==> src/rtl/rs_pkg.sv <==
`timescale 1ns/1ps
package rs_pkg;

    typedef enum logic [2:0] {
        RS_IDLE,
        RS_SCL_DN,
        RS_SDA_UP,
        RS_SCL_UP,
        RS_BOTH_HI,
        RS_SDA_DN
    } rs_state_e;

    typedef struct packed {
        rs_state_e st;
        logic      hold_sda;
    } rs_ctl_s;

    typedef struct packed {
        logic sda;
        logic scl;
    } rs_lines_s;

    localparam int FLG_DONE  = 0;
    localparam int FLG_START = 1;
    localparam int FLG_WCOL  = 2;
    localparam int FLG_BCOL  = 3;
    localparam int FLG_N     = 4;

endpackage

==> src/rtl/rs_baud_tmr.sv <==
`timescale 1ns/1ps
module rs_baud_tmr #(
    parameter int W = 7
) (
    input  logic         clk,
    input  logic         rst,
    input  logic         load_i,
    input  logic [W-1:0] val_i,
    input  logic         run_i,
    output logic         zero_o
);
    logic [W-1:0] cnt_d, cnt_q;

    always_comb begin
        cnt_d = cnt_q;
        if (load_i)
            cnt_d = val_i;
        else if (run_i && (cnt_q != '0))
            cnt_d = cnt_q - 1'b1;
    end

    always_ff @(posedge clk) begin
        if (rst) cnt_q <= '0;
        else     cnt_q <= cnt_d;
    end

    assign zero_o = (cnt_q == '0);

    // expired counter never wraps around
    AST_TMR_NO_WRAP: assert property (@(posedge clk) disable iff (rst)
        !load_i && zero_o |=> zero_o);
endmodule

==> src/rtl/rs_line_mon.sv <==
`timescale 1ns/1ps
module rs_line_mon
    import rs_pkg::*;
(
    input  logic clk,
    input  logic rst,
    input  logic sda_i,
    input  logic scl_i,
    output logic start_o
);
    rs_lines_s prev_d, prev_q;

    always_comb begin
        prev_d.sda = sda_i;
        prev_d.scl = scl_i;
    end

    always_ff @(posedge clk) begin
        if (rst) prev_q <= '{sda: 1'b1, scl: 1'b1};
        else     prev_q <= prev_d;
    end

    assign start_o = prev_q.sda && prev_q.scl && !sda_i && scl_i;
endmodule

==> src/rtl/rs_flag_bank.sv <==
`timescale 1ns/1ps
module rs_flag_bank #(
    parameter int N = 4
) (
    input  logic         clk,
    input  logic         rst,
    input  logic [N-1:0] set_i,
    input  logic [N-1:0] clr_i,
    output logic [N-1:0] q_o
);
    logic [N-1:0] flag_d, flag_q;

    always_comb begin
        for (int i = 0; i < N; i++)
            flag_d[i] = set_i[i] || (flag_q[i] && !clr_i[i]);
    end

    always_ff @(posedge clk) begin
        if (rst) flag_q <= '0;
        else     flag_q <= flag_d;
    end

    assign q_o = flag_q;

    for (genvar g = 0; g < N; g++) begin : g_chk
        AST_W1C_CLEARS: assert property (@(posedge clk) disable iff (rst)
            clr_i[g] && !set_i[g] |=> !q_o[g]);
    end
endmodule

==> src/rtl/rs_restart_seq.sv <==
`timescale 1ns/1ps
module rs_restart_seq
    import rs_pkg::*;
#(
    parameter int RLD_W   = 7,
    parameter int FIRST_W = 6
) (
    input  logic             clk,
    input  logic             rst,
    input  logic             rs_req_i,
    input  logic             master_idle_i,
    input  logic [RLD_W-1:0] reload_i,
    input  logic             txbuf_wr_i,
    input  logic             sda_in_i,
    input  logic             scl_in_i,
    input  logic             clr_done_i,
    input  logic             clr_start_i,
    input  logic             clr_wcol_i,
    input  logic             clr_bcol_i,
    output logic             sda_oe_o,
    output logic             scl_oe_o,
    output logic             busy_o,
    output logic             buf_wr_ok_o,
    output logic             done_flag_o,
    output logic             start_flag_o,
    output logic             wcol_flag_o,
    output logic             bcol_flag_o
);
    localparam logic [RLD_W-1:0] LOW_MASK = RLD_W'((1 << FIRST_W) - 1);

    rs_ctl_s          ctl_d, ctl_q;
    logic             tmr_load, tmr_run, tmr_zero;
    logic [RLD_W-1:0] tmr_val;
    logic             bcol_set, done_set, start_seen;
    logic [FLG_N-1:0] flg_set, flg_clr, flg_q;

    always_comb begin
        ctl_d    = ctl_q;
        tmr_load = 1'b0;
        tmr_run  = 1'b0;
        tmr_val  = reload_i;
        bcol_set = 1'b0;
        done_set = 1'b0;
        case (ctl_q.st)
            RS_IDLE: begin
                if (rs_req_i && master_idle_i)
                    ctl_d.st = RS_SCL_DN;
            end
            RS_SCL_DN: begin
                if (!scl_in_i) begin
                    tmr_load       = 1'b1;
                    tmr_val        = reload_i & LOW_MASK;
                    ctl_d.hold_sda = 1'b0;
                    ctl_d.st       = RS_SDA_UP;
                end
            end
            RS_SDA_UP: begin
                tmr_run = 1'b1;
                if (tmr_zero && sda_in_i)
                    ctl_d.st = RS_SCL_UP;
            end
            RS_SCL_UP: begin
                if (scl_in_i) begin
                    if (!sda_in_i) begin
                        bcol_set = 1'b1;
                        ctl_d.st = RS_IDLE;
                    end else begin
                        tmr_load = 1'b1;
                        ctl_d.st = RS_BOTH_HI;
                    end
                end
            end
            RS_BOTH_HI: begin
                tmr_run = 1'b1;
                if (!scl_in_i) begin
                    bcol_set = 1'b1;
                    ctl_d.st = RS_IDLE;
                end else if (tmr_zero) begin
                    tmr_load = 1'b1;
                    ctl_d.st = RS_SDA_DN;
                end
            end
            RS_SDA_DN: begin
                tmr_run = 1'b1;
                if (tmr_zero) begin
                    done_set       = 1'b1;
                    ctl_d.hold_sda = 1'b1;
                    ctl_d.st       = RS_IDLE;
                end
            end
            default: ctl_d.st = RS_IDLE;
        endcase
        if (bcol_set)
            ctl_d.hold_sda = 1'b0;
    end

    always_ff @(posedge clk) begin
        if (rst) ctl_q <= '{st: RS_IDLE, hold_sda: 1'b0};
        else     ctl_q <= ctl_d;
    end

    assign busy_o      = (ctl_q.st != RS_IDLE);
    assign scl_oe_o    = (ctl_q.st == RS_SCL_DN) || (ctl_q.st == RS_SDA_UP);
    assign sda_oe_o    = (ctl_q.st == RS_SDA_DN) || ctl_q.hold_sda;
    assign buf_wr_ok_o = txbuf_wr_i && !busy_o;

    rs_baud_tmr #(.W(RLD_W)) u_tmr (
        .clk    (clk),
        .rst    (rst),
        .load_i (tmr_load),
        .val_i  (tmr_val),
        .run_i  (tmr_run),
        .zero_o (tmr_zero)
    );

    rs_line_mon u_mon (
        .clk     (clk),
        .rst     (rst),
        .sda_i   (sda_in_i),
        .scl_i   (scl_in_i),
        .start_o (start_seen)
    );

    always_comb begin
        flg_set            = '0;
        flg_set[FLG_DONE]  = done_set;
        flg_set[FLG_START] = start_seen;
        flg_set[FLG_WCOL]  = txbuf_wr_i && busy_o;
        flg_set[FLG_BCOL]  = bcol_set;
        flg_clr            = '0;
        flg_clr[FLG_DONE]  = clr_done_i;
        flg_clr[FLG_START] = clr_start_i;
        flg_clr[FLG_WCOL]  = clr_wcol_i;
        flg_clr[FLG_BCOL]  = clr_bcol_i;
    end

    rs_flag_bank #(.N(FLG_N)) u_flags (
        .clk   (clk),
        .rst   (rst),
        .set_i (flg_set),
        .clr_i (flg_clr),
        .q_o   (flg_q)
    );

    assign done_flag_o  = flg_q[FLG_DONE];
    assign start_flag_o = flg_q[FLG_START];
    assign wcol_flag_o  = flg_q[FLG_WCOL];
    assign bcol_flag_o  = flg_q[FLG_BCOL];

    AST_REQ_REFUSED: assert property (@(posedge clk) disable iff (rst)
        (ctl_q.st == RS_IDLE) && rs_req_i && !master_idle_i |=> !busy_o);
    AST_SCL_FIRST: assert property (@(posedge clk) disable iff (rst)
        (ctl_q.st == RS_IDLE) && rs_req_i && master_idle_i |=> busy_o && scl_oe_o);
    AST_SCL_REL_SDA_HI: assert property (@(posedge clk) disable iff (rst)
        busy_o && $fell(scl_oe_o) |-> $past(sda_in_i));
    AST_STRETCH_WAIT: assert property (@(posedge clk) disable iff (rst)
        (ctl_q.st == RS_SCL_UP) && !scl_in_i |=> (ctl_q.st == RS_SCL_UP));
    AST_BCOL_RISE: assert property (@(posedge clk) disable iff (rst)
        (ctl_q.st == RS_SCL_UP) && scl_in_i && !sda_in_i |=> bcol_flag_o && !busy_o);
    AST_BCOL_EARLY_LOW: assert property (@(posedge clk) disable iff (rst)
        (ctl_q.st == RS_BOTH_HI) && !scl_in_i |=> bcol_flag_o && !busy_o);
    AST_BCOL_RELEASE: assert property (@(posedge clk) disable iff (rst)
        $rose(bcol_flag_o) |-> !sda_oe_o && !scl_oe_o && !$rose(done_flag_o));
    AST_DONE_AT_END: assert property (@(posedge clk) disable iff (rst)
        $rose(done_flag_o) |-> $past(ctl_q.st == RS_SDA_DN) && sda_oe_o && !busy_o);
    AST_WCOL_SET: assert property (@(posedge clk) disable iff (rst)
        txbuf_wr_i && busy_o |=> wcol_flag_o);
    AST_START_EDGE: assert property (@(posedge clk) disable iff (rst)
        $rose(start_flag_o) |-> $past(scl_in_i && !sda_in_i));
endmodule

==> config.mk <==
export PLATFORM = sky130hd
export DESIGN_NAME = rs_restart_seq
export DESIGN_NICKNAME = d
export VERILOG_FILES = /design/src/rtl/rs_pkg.sv /design/src/rtl/rs_baud_tmr.sv /design/src/rtl/rs_line_mon.sv /design/src/rtl/rs_flag_bank.sv /design/src/rtl/rs_restart_seq.sv
export SDC_FILE = /design/constraint.sdc
export NUM_CORES = 1
export LEC_CHECK = 0
export BUFFER_PORTS_ARGS = -buffer_cell sky130_fd_sc_hd__buf_2
export CAP_MARGIN = 20
export CORE_MARGIN = 2
export CORE_UTILIZATION = 46
export CTS_CLUSTER_DIAMETER = 200
export DETAILED_ROUTE_END_ITERATION = 6
export PLACE_DENSITY = 0.74
export SYNTH_ARGS = -nofsm -noshare
export SYNTH_HDL_FRONTEND = slang
export SYNTH_SLANG_ARGS = --single-unit
==> constraint.sdc <==
create_clock -name clk -period 2.2 [get_ports clk]
set_clock_uncertainty 0.05 [all_clocks]
set_input_delay 0.44 -clock clk [delete_from_list [all_inputs] [get_ports clk]]
set_output_delay 0.44 -clock clk [all_outputs]
set_load 0.01 [all_outputs]
After elaboration in Yosys (flattened, before gate mapping)
Cells that the tools add are included.
Widths: inputs -> output; s select.
{ "totals": {"reg_bits": 17, "inputBits": 18, "output_inout_bits": 8, "wordCells": 77} }
{ "classes": {"add_sub_neg": 1, "n_eq_ne": 11, "n_mux": 25, "n_reduce_logical": 34} }
{ "ops": {"columns": ["operator", "count"], "rows": [
  ["$mux 7", 4],
  ["$mux 3", 6],
  ["$pmux 3 s6", 1],
  ["$logic_and 1x1->1", 12],
  ["$ne 2x2->1 const B", 5],
  ["$mux 1", 9],
  ["$mux 4", 2],
  ["$logic_not 7->1", 1],
  ["$reduce_bool 7->1", 1],
  ["$sub 7x1->7 const B", 1],
  ["$eq 3x2->1 const B", 2],
  ["$eq 3x3->1 const B", 2],
  ["$logic_not 1->1", 6],
  ["$logic_or 1x1->1", 6],
  ["$reduce_and 6->1", 1],
  ["$pmux 1 s2", 2],
  ["$reduce_bool 2->1", 2],
  ["$eq 3x1->1 const B", 1],
  ["$logic_not 3->1", 1],
  ["$ne 3x3->1 const B", 1],
  ["$pmux 1 s3", 1],
  ["$reduce_and 3->1", 1],
  ["$reduce_bool 3->1", 1],
  ["$reduce_or 3->1", 1],
  ["$reduce_or 2->1", 1]
]} }

Depth between registers and ports, before layout
Gate-level depths: netlist of run 1.
{ "depth": {"word_depth": 6, "depth_mapped": 8} }

By module
From an unflattened synthesis of run 1, not the netlist that was laid out.
{ "unflattened": {"hier_cells": 120, "hier_area_um2": 1011.0} }
{ "by_module_without_submodules": {"columns": ["mod", "n_inst", "cells_per_inst", "area_per_inst_um2", "seq_area_each_um2"], "rows": [
  ["rs_baud_tmr", 1, 48, 419.2, 140.1],
  ["rs_restart_seq", 1, 51, 389.1, 80.1],
  ["rs_flag_bank", 1, 16, 140.1, 80.1],
  ["rs_line_mon", 1, 5, 62.6, 40.0]
]} }

Worst setup path before layout of run 1
Ideal clock, no wire load.
{ "synth_timing": {"kind": "reg2reg", "from": "reg u_tmr.cnt_q[0]", "to": "reg u_tmr.cnt_q[6]", "setup_ps": 133, "arrival_ps": 1879, "required_time_ps": 2017, "setup_slack_ps": 138, "stages_incl_launch_ff": 9, "n_path_buf": 1, "synth_period_minus_slack_ps": 2062, "path_cell_list": "dfxtp_1 > inv_1 > ha_1 > or4b_4 > a211o_1 > a211o_1 > buf_6 > mux2i_1 > nor3_1"} }
{ "synth_via": {"elab_chain_len": 5} }
{ "synth_lines": {"columns": ["element", "line", "text"], "rows": [
  ["start: declaration", "rs_baud_tmr.sv:12", "logic [W-1:0] cnt_d, cnt_q;"],
  ["start signal: assignment", "rs_baud_tmr.sv:24", "else cnt_q <= cnt_d;"],
  ["branches (longest 5 deep; another with $sub 7x1->7)", null, null]
]} }
Parallel ways; which one is timed is not known. The select of a mux whose other input is x is not followed.
A chain may end at the register's enable or synchronous reset.

Final worst setup path of run 1
{ "layout_timing": {"from": "reg u_tmr.cnt_q[1]", "to": "reg u_tmr.cnt_q[6]"} }
The elaborated chain is that of the path after synthesis.

==> results of run 1 <==
path summary, 6_finish.rpt:
path / startpoint / end
worst max-delay path: u_tmr.cnt_q[1] / u_tmr.cnt_q[6]
worst min-delay path: reload_i[1] / u_tmr.cnt_q[1]
worst max register to register: u_tmr.cnt_q[1] / u_tmr.cnt_q[6]
worst min register to register: u_flags.q_o[3] / u_flags.q_o[3]
what timing repair did:
action,in CTS,in global routing
setup buffers,0,1
endpoints found under the hold margin,0,0
pin swaps,0,4
gates cloned,0,1
hold buffers,0,0
gates resized for setup,1,9
setup endpoints to repair,3,7
per-layer routing:
layer	track usage (%)	part of all wire, %	vias to the layer above
li1	-	-	501
met1	22.24	42	469
met2	32.89	50	29
met3	3.274	4.1	8
met4	9.722	3.6	0
met5	0	0	-
sequential cells by signal (all words and copies together), names as in the netlist:
name,flops
u_mon.prev_q,2
u_flags.q_o,4
ctl_q,4
u_tmr.cnt_q,7
where the power goes:
group	internal, mW	total, mW	switching (mW)
sequential	0.381	0.451	0.0696
combinational	0.417	0.912	0.495
clock	0.0679	0.171	0.103
total	0.866	1.53	0.667
synthesized netlist by cell type, drive strengths merged (2+ instances only):
| cell type | count | area share, % |
|---|---|---|
| a2111oi | 3 | 2.7 |
| a211o | 2 | 1.8 |
| a21o | 3 | 2.3 |
| a21oi | 11 | 5.6 |
| a311oi | 2 | 1.8 |
| a31o | 2 | 1.8 |
| a31oi | 3 | 1.9 |
| clkbuf | 8 | 3.1 |
| dfxtp | 17 | 35 |
| inv | 6 | 2.3 |
| mux2i | 2 | 2.0 |
| nand2 | 3 | 1.1 |
| nand2b | 6 | 3.8 |
| nand4b | 2 | 1.8 |
| nor2 | 10 | 3.8 |
| nor2b | 3 | 1.9 |
| nor3 | 4 | 2.0 |
| nor4 | 2 | 1.3 |
| o21ai | 5 | 2.5 |
| o31a | 2 | 1.8 |
| or2 | 3 | 1.9 |
| or3 | 4 | 2.5 |
| xnor2 | 2 | 1.8 |
through the flow:
step / cell area, µm² / setup TNS, ps
after global placement: 1152 / 0
after floorplan: 982.2 / 0
after CTS: 1181 / 0
final: 1237 / 0
after detailed placement: 1152 / -3.478
after global routing: 1237 / -150.2
kinds of logic after synthesis:
logic type	after synthesis	synth area share, %
AO/OA/AOI/OAI	39	28.03
XOR/XNOR	2	1.784
adder cells (fa/ha/maj)	1	1.274
buffers and inverters	15	6.497
flip-flops	17	34.65
multiplexers	3	3.185
AND/OR/NAND/NOR	42	24.59
area by class of cell:
type                    instances  area, µm²  area share (%)
multi-input cells              88      625.6           50.56
flip-flops and latches         17      342.8           27.70
repair buffers                 33      185.2           14.96
well taps                      27      33.78           2.730
clock buffers                   3      22.52           1.820
inverters                       6      22.52           1.820
clock inverters                 1      5.005          0.4044
worst register-to-register path, cell delays in order (launching register included):
cell     delay, ps
dfxtp_2        330
inv_2           70
ha_4           130
or4b_4         500
a211o_4        370
a211o_4        380
mux2i_1        130
nor3_1         160
==> impl_metrics.yaml, run 1 <==
run_status:
  outcome: "completed"
setup_path:
  worst_path_max_delay_cell: "or4b_4"
  startpoint_type: "register"
  critical_path_required_ps: 2380
  cp-end-kind: "register"
  critPathKind: "reg -> reg"
  path_cells: "inv_2, ha_4, or4b_4, a211o_4, a211o_4, mux2i_1, nor3_1"
  cpPeakStageDelay_ps: 500
  cp_max_fo: 5
  r2r.worst_path.cells: 7
  path_buf_inv: 1
  cp_top_family: "compound AO/OA/AOI/OAI gates"
  path_depth: 7
  rrSetupSlack_ps: 1
  crit_arrival_ps: 2380
  critPathMostFrequentCell: "a211o_4"
route:
  drtIter0Drc: 13
  ant_nets: 0
  firstDrtPassIters: 4
  drt-wirelength-per-cell_um: 13.75
  routed_via_density: 5.754
  drcViolationCount: 0
  vias: 1007
  routed_wl_mm: 2.407
layout:
  layout_commonest_cell: "buf_2"
  final_core_util_pct: 62.44
  nFillCells: 175
  drive_gt1_share_pct: 35.81
  layout.nets: 168
  synthToLayoutAreaGrowth_pct: 25.99
  antenna_cells: 0
  final_cell_mix: "25 x buf_2, 15 x dfxtp_1, 11 x a21oi_1"
  fin_cells: 175
sta:
  tightest_slew_ps: 584.1
  drv_slew: 0
  setup_viol: 0
  finalHoldViolations: 0
  relSlewSlack_pct: 60.76
  rsz0062_at_grt: "yes"
  hold_slack_ps: 305.8
  setup_slack_ps: 1.441
  fmax_ghz: 0.4548
  min_period_ps: 2199
  timing.final.crit_share_pct: 99.93
power_and_ir_drop:
  power.leakage_nw: 0.5380
  pwr_density_cell_nw_per_um2: 1239
  power_mw: 1.533
  vdd_drop_max_v: 0.0008216
placement:
  io_buffer_count: 25
  dp_slack_ps: -3.478
  gp_congestion: 0.8953
  dpl.hpwl_mm: 1.739
  dp.cells: 169
logic_synthesis:
  ys_warn_count: 0
  synth_top_flop_cell: "dfxtp_1"
  synth_seq_cells: 17
  syn_avg_cell_area_um2: 8.254
  syn_area_um2: 982.2
  synth_fp_nets: 138
  ys_seq_area_share_pct: 34.65
  ys_types: 38
  ys_async_sr_fraction_pct: 0
  synth_enable_flop_cells: 0
  synthCells: 119
hold_path:
  min_path_cells: 2
  hold_class: "in -> reg"
cts:
  clock_latency_ps: 300
  h-tree-depth: 1
  cts_root_buf: "clkbuf_4"
  path_clk_slew_ps: 90
  cts_buffer_depth: 2
  numCtsBuffers: 3
  cts_sinks: 17
  cts_tree: "done"
floorplan:
  start_util_pct: 49.56
  rows: 16
  die_width_um: 50.21
  die-area_um2: 2521
  io_pins: 26
  die-height_um: 50.21
  core-area_um2: 1982
grt:
  grt_pass1_wl_mm: 3.677
  grt_pass1_vias: 862
  grtUsageTotal_pct: 18.99
  grt_max_degree: 19
  overflow: 0
  antenna_found_initial: 0
job:
  maxCapViolCount: 0
No activity file was read; power rests on OpenSTA's default activity.
==> run 2: changes to the inputs <==
--- a/config.mk
+++ b/config.mk
@@ -7,7 +7,7 @@
 export LEC_CHECK = 0
 export BUFFER_PORTS_ARGS = -buffer_cell sky130_fd_sc_hd__buf_2
 export CAP_MARGIN = 20
-export CORE_MARGIN = 2
+export CORE_MARGIN = 5
 export CORE_UTILIZATION = 46
 export CTS_CLUSTER_DIAMETER = 200
 export DETAILED_ROUTE_END_ITERATION = 6
==> constraint.sdc (replaced) <==
create_clock -name clk -period 2.2 [get_ports clk]
set_clock_uncertainty 0.05 [all_clocks]
set_input_delay 0.44 -clock clk [delete_from_list [all_inputs] [get_ports clk]]
set_output_delay 0.44 -clock clk [all_outputs]
set_load 0.02 [all_outputs]
==> run 2 against run 1 <==
Effect of this change: design area increased by 6.1%; total power grew 11%; die area increased by 25%; largest cell class unchanged; register-to-register slack is essentially flat; clock power barely moved; critical path depth unchanged; wire length grew 11%.
==> impl_metrics.yaml, run 2 (synthesis results as in run 1) <==
setup_path:
  critPathKind: "reg -> reg"
  cp-end-kind: "register"
  critical_path_required_ps: 2330
  cp_max_fo: 5
  startpoint_type: "register"
  rrSetupSlack_ps: 6
  crit_arrival_ps: 2330
layout:
  final_cell_mix: "25 x buf_2, 16 x dfxtp_1, 12 x buf_4"
  drive_gt1_share_pct: 40.13
  largest_register: "u_tmr.cnt_q"
  antenna_cells: 0
  synthToLayoutAreaGrowth_pct: 33.63
  nFillCells: 165
  layout.nets: 172
  layout_commonest_cell: "buf_2"
  fin_area_um2: 1313
  largest_reg_flops: 7
floorplan:
  die-area_um2: 3160
  start_util_pct: 49.06
  core-area_um2: 2002
  io_pins: 26
  die-height_um: 56.21
  die_width_um: 56.21
  rows: 16
sta:
  min_period_ps: 2194
  setup_slack_ps: 6.100
  tightest_slew_ps: 614.1
  drv_slew: 0
  rsz0062_at_grt: "yes"
  timing.final.crit_share_pct: 99.72
  finalHoldViolations: 0
  fmax_ghz: 0.4558
  relSlewSlack_pct: 58.98
  setup_viol: 0
cts:
  numCtsBuffers: 3
  clock_latency_ps: 300
  cts_tree: "done"
  cts_buffer_depth: 2
  path_clk_slew_ps: 100
  cts_sinks: 17
  h-tree-depth: 1
  cts_root_buf: "clkbuf_4"
route:
  routed_wl_mm: 2.661
  drcViolationCount: 0
  drtIter0Drc: 35
  firstDrtPassIters: 4
  routed_via_density: 5.760
  vias: 1031
  ant_nets: 0
  drt-wirelength-per-cell_um: 14.87
placement:
  placed_area_um2: 1160
  io_buffer_count: 25
  dp_slack_ps: 4.896
  dpl.hpwl_mm: 1.700
  gp_congestion: 0.8220
grt:
  grt_max_degree: 19
  grt_pass1_vias: 920
  overflow: 0
  grt_pass1_wl_mm: 3.884
  antenna_found_initial: 0
  grtUsageTotal_pct: 14.87
job:
  maxCapViolCount: 0
run_status:
  outcome: "completed"
power_and_ir_drop:
  power_mw: 1.703
  pwr_density_cell_nw_per_um2: 1298
  power.leakage_nw: 0.5542
  vdd_drop_max_v: 0.0007317
hold_path:
  hold_class: "in -> reg"
## run 2: changes by cell type in the layout (fill, tap and decap cells not counted), sizes merged
cell	previous run	this run
buf	33	37
clkbuf	3	4
clkinv	1	0
## run 2: path summary, 6_finish.rpt
| kind | from | to | cells past startpoint |
|---|---|---|---|
| worst max-delay path | u_tmr.cnt_q[0] | u_tmr.cnt_q[6] | 7 |
| worst min-delay path | reload_i[1] | u_tmr.cnt_q[1] | 2 |
| worst max register to register | u_tmr.cnt_q[0] | u_tmr.cnt_q[6] | 7 |
| worst min register to register | u_flags.q_o[1] | u_flags.q_o[1] | 2 |
## run 2: cell type report
type / count / area [µm²] / area share (%)
sequential: 17 / 341.6 / 26.02
clock buffer: 4 / 26.28 / 2.002
multi-input combinational: 88 / 673.1 / 51.29
timing repair buffer: 37 / 215.2 / 16.40
inverter: 6 / 22.52 / 1.716
tap: 27 / 33.78 / 2.574
## run 2: layer usage
layer / track usage, % / vias to the layer above / part of all wire (%)
li1: - / 507 / -
met1: 19.25 / 488 / 45
met2: 23.54 / 30 / 47
met3: 3.944 / 6 / 5.7
met4: 5.424 / 0 / 2.2
met5: 0 / - / 0
## run 2: power by group
part / internal (mW) / switching (mW)
clock network: 0.0706 / 0.103
registers: 0.380 / 0.0631
logic: 0.494 / 0.592
## run 2: timing repair
action / 4_1_cts / 5_1_grt
cloned: 0 / 1
pin swaps: 0 / 10
resized for setup: 0 / 19
hold buffers: 0 / 0
endpoints found under the setup margin: 5 / 8
buffers inserted: 0 / 4
## run 2: worst max-delay path: stages, from the launching register on
cell	delay [ps]
dfxtp_2	340
inv_2	70
ha_4	130
or4b_4	500
a211o_4	380
a211o_4	390
mux2i_1	160
nor3_1	60
## run 2: through the flow
stage	hold slack (ps)	util [%]	std cells	setup TNS (ps)
floorplan	409.0	-	119	0
global placement	402.3	57.94	170	0
detailed placement	414.5	57.94	170	0
CTS	321.2	59.25	174	-58.35
global route	325.6	65.56	179	-265.7
finish	313.1	65.56	179	0
==> run 3: changes to the inputs <==
--- a/config.mk
+++ b/config.mk
@@ -5,6 +5,7 @@
 export SDC_FILE = /design/constraint.sdc
 export NUM_CORES = 1
 export LEC_CHECK = 0
+export ABC_CLOCK_PERIOD_IN_PS = 2200
 export BUFFER_PORTS_ARGS = -buffer_cell sky130_fd_sc_hd__buf_2
 export CAP_MARGIN = 20
 export CORE_MARGIN = 5
@@ -12,6 +13,7 @@
 export CTS_CLUSTER_DIAMETER = 200
 export DETAILED_ROUTE_END_ITERATION = 6
 export PLACE_DENSITY = 0.74
+export RECOVER_POWER = 50
 export SYNTH_ARGS = -nofsm -noshare
 export SYNTH_HDL_FRONTEND = slang
 export SYNTH_SLANG_ARGS = --single-unit
==> run 3 against run 2 <==
Effect of this change: wire length up 0.26%; via count is 0.97% higher; register-to-register slack about the same; first-iteration DRC count fell by 34%; clock power is essentially flat; global-route usage did not move; total power decreased by 0.21%; critical endpoint unchanged.
==> impl_metrics.yaml, run 3 (synthesis results as in run 1) <==
sta:
  relSlewSlack_pct: 59.50
  timing.final.crit_share_pct: 99.69
  drv_slew: 0
  setup_viol: 0
  fmax_ghz: 0.4560
  setup_slack_ps: 6.842
  min_period_ps: 2193
  rsz0062_at_grt: "yes"
  hold_slack_ps: 313.3
  finalHoldViolations: 0
  tightest_slew_ps: 606.2
setup_path:
  crit_arrival_ps: 2320
  worst_path_max_delay_cell: "or4b_4"
  r2r-start: "u_tmr.cnt_q[0]"
  startpoint_type: "register"
  critPathMostFrequentCell: "a211o_4"
  cpPeakStageDelay_ps: 500
  critical_path_required_ps: 2330
  cp_max_fo: 5
  critPathKind: "reg -> reg"
  r2r.worst_path.cells: 7
  cp-end-kind: "register"
  rrSetupSlack_ps: 7
  path_buf_inv: 1
  r2r-end: "u_tmr.cnt_q[6]"
  path_cells: "inv_2, ha_4, or4b_4, a211o_4, a211o_4, mux2i_1, nor3_1"
  cp_top_family: "compound AO/OA/AOI/OAI gates"
route:
  routed_via_density: 5.816
  vias: 1041
  routed_wl_mm: 2.668
  firstDrtPassIters: 4
  drt-wirelength-per-cell_um: 14.91
  drtIter0Drc: 23
  drcViolationCount: 0
  ant_nets: 0
layout:
  synthToLayoutAreaGrowth_pct: 32.61
  antenna_cells: 0
  layout_commonest_cell: "buf_2"
  nFillCells: 170
  largest_register: "u_tmr.cnt_q"
  largest_reg_flops: 7
  drive_gt1_share_pct: 36.18
  layout.nets: 172
  fin_cells: 179
  final_cell_mix: "20 x buf_2, 16 x dfxtp_1, 11 x buf_4"
cts:
  cts_tree: "done"
  cts_sinks: 17
  cts_root_buf: "clkbuf_4"
  clock_latency_ps: 290
  path_clk_slew_ps: 100
  cts_buffer_depth: 2
  numCtsBuffers: 3
  h-tree-depth: 1
grt:
  grtUsageTotal_pct: 14.87
  antenna_found_initial: 0
  grt_pass1_vias: 920
  grt_pass1_wl_mm: 3.884
  overflow: 0
  grt_max_degree: 19
placement:
  gp_congestion: 0.8220
  dp_slack_ps: 4.896
  dpl.hpwl_mm: 1.700
  dp.cells: 170
  io_buffer_count: 25
power_and_ir_drop:
  vdd_drop_max_v: 0.0007338
  pwr_density_cell_nw_per_um2: 1305
  power.leakage_nw: 0.5309
hold_path:
  holdPathEnd: "u_tmr.cnt_q[1]"
  min_path_cells: 2
  hold_start: "reload_i[1]"
  hold_class: "in -> reg"
floorplan:
  core-area_um2: 2002
  die-height_um: 56.21
  rows: 16
  start_util_pct: 49.06
  die-area_um2: 3160
  io_pins: 26
  die_width_um: 56.21
run_status:
  outcome: "completed"
job:
  maxCapViolCount: 0
==> run 3: worst max path at each step <==
stage | from | end | cells past startpoint
final | u_tmr.cnt_q[0] | u_tmr.cnt_q[6] | 7
after global routing | u_tmr.cnt_q[1] | u_tmr.cnt_q[1] | 7
after CTS | u_tmr.cnt_q[0] | u_tmr.cnt_q[1] | 7
after detailed placement | u_tmr.cnt_q[0] | u_tmr.cnt_q[6] | 7
after global placement | u_tmr.cnt_q[0] | u_tmr.cnt_q[0] | 7
after floorplan | u_tmr.cnt_q[0] | u_tmr.cnt_q[6] | 8
==> run 3: cell type report <==
type / count / area, µm² / area share, %
timing repair buffer: 37 / 205.2 / 15.75
multi-input combinational: 88 / 673.1 / 51.68
sequential: 17 / 341.6 / 26.22
clock buffer: 4 / 26.28 / 2.017
inverter: 6 / 22.52 / 1.729
tap: 27 / 33.78 / 2.594
==> run 3: stage by stage <==
stage / cell area (µm²) / power, mW / util, % / setup TNS [ps]
final: 1303 / 1.700 / 65.06 / 0
after global routing: 1303 / 1.802 / 65.06 / -273.5
after CTS: 1186 / 1.419 / 59.25 / -58.35
after detailed placement: 1160 / 1.243 / 57.94 / 0
after global placement: 1160 / 1.229 / 57.94 / 0
after floorplan: 982.2 / 1.034 / - / 0
==> run 3: what timing repair did <==
| item | CTS | global route |
|---|---|---|
| resized for setup | 0 | 19 |
| setup endpoints to repair | 5 | 8 |
| pin swaps | 0 | 10 |
| cloned | 0 | 1 |
| hold buffers | 0 | 0 |
| setup buffers | 0 | 4 |
==> run 3: where the power goes <==
part | switching [mW] | leakage (nW) | internal, mW
clock | 0.103 | 0.0150 | 0.0706
sequential | 0.0630 | 0.139 | 0.380
combinational | 0.591 | 0.377 | 0.492
==> run 3: per-layer routing <==
| metal | vias to the layer above | track usage (%) | share of wire, % |
|---|---|---|---|
| met4 | 0 | 5.424 | 2.3 |
| met2 | 37 | 23.54 | 47 |
| met5 | - | 0 | 0 |
| met3 | 6 | 3.944 | 6.6 |
| met1 | 491 | 19.25 | 44 |
| li1 | 507 | - | - |
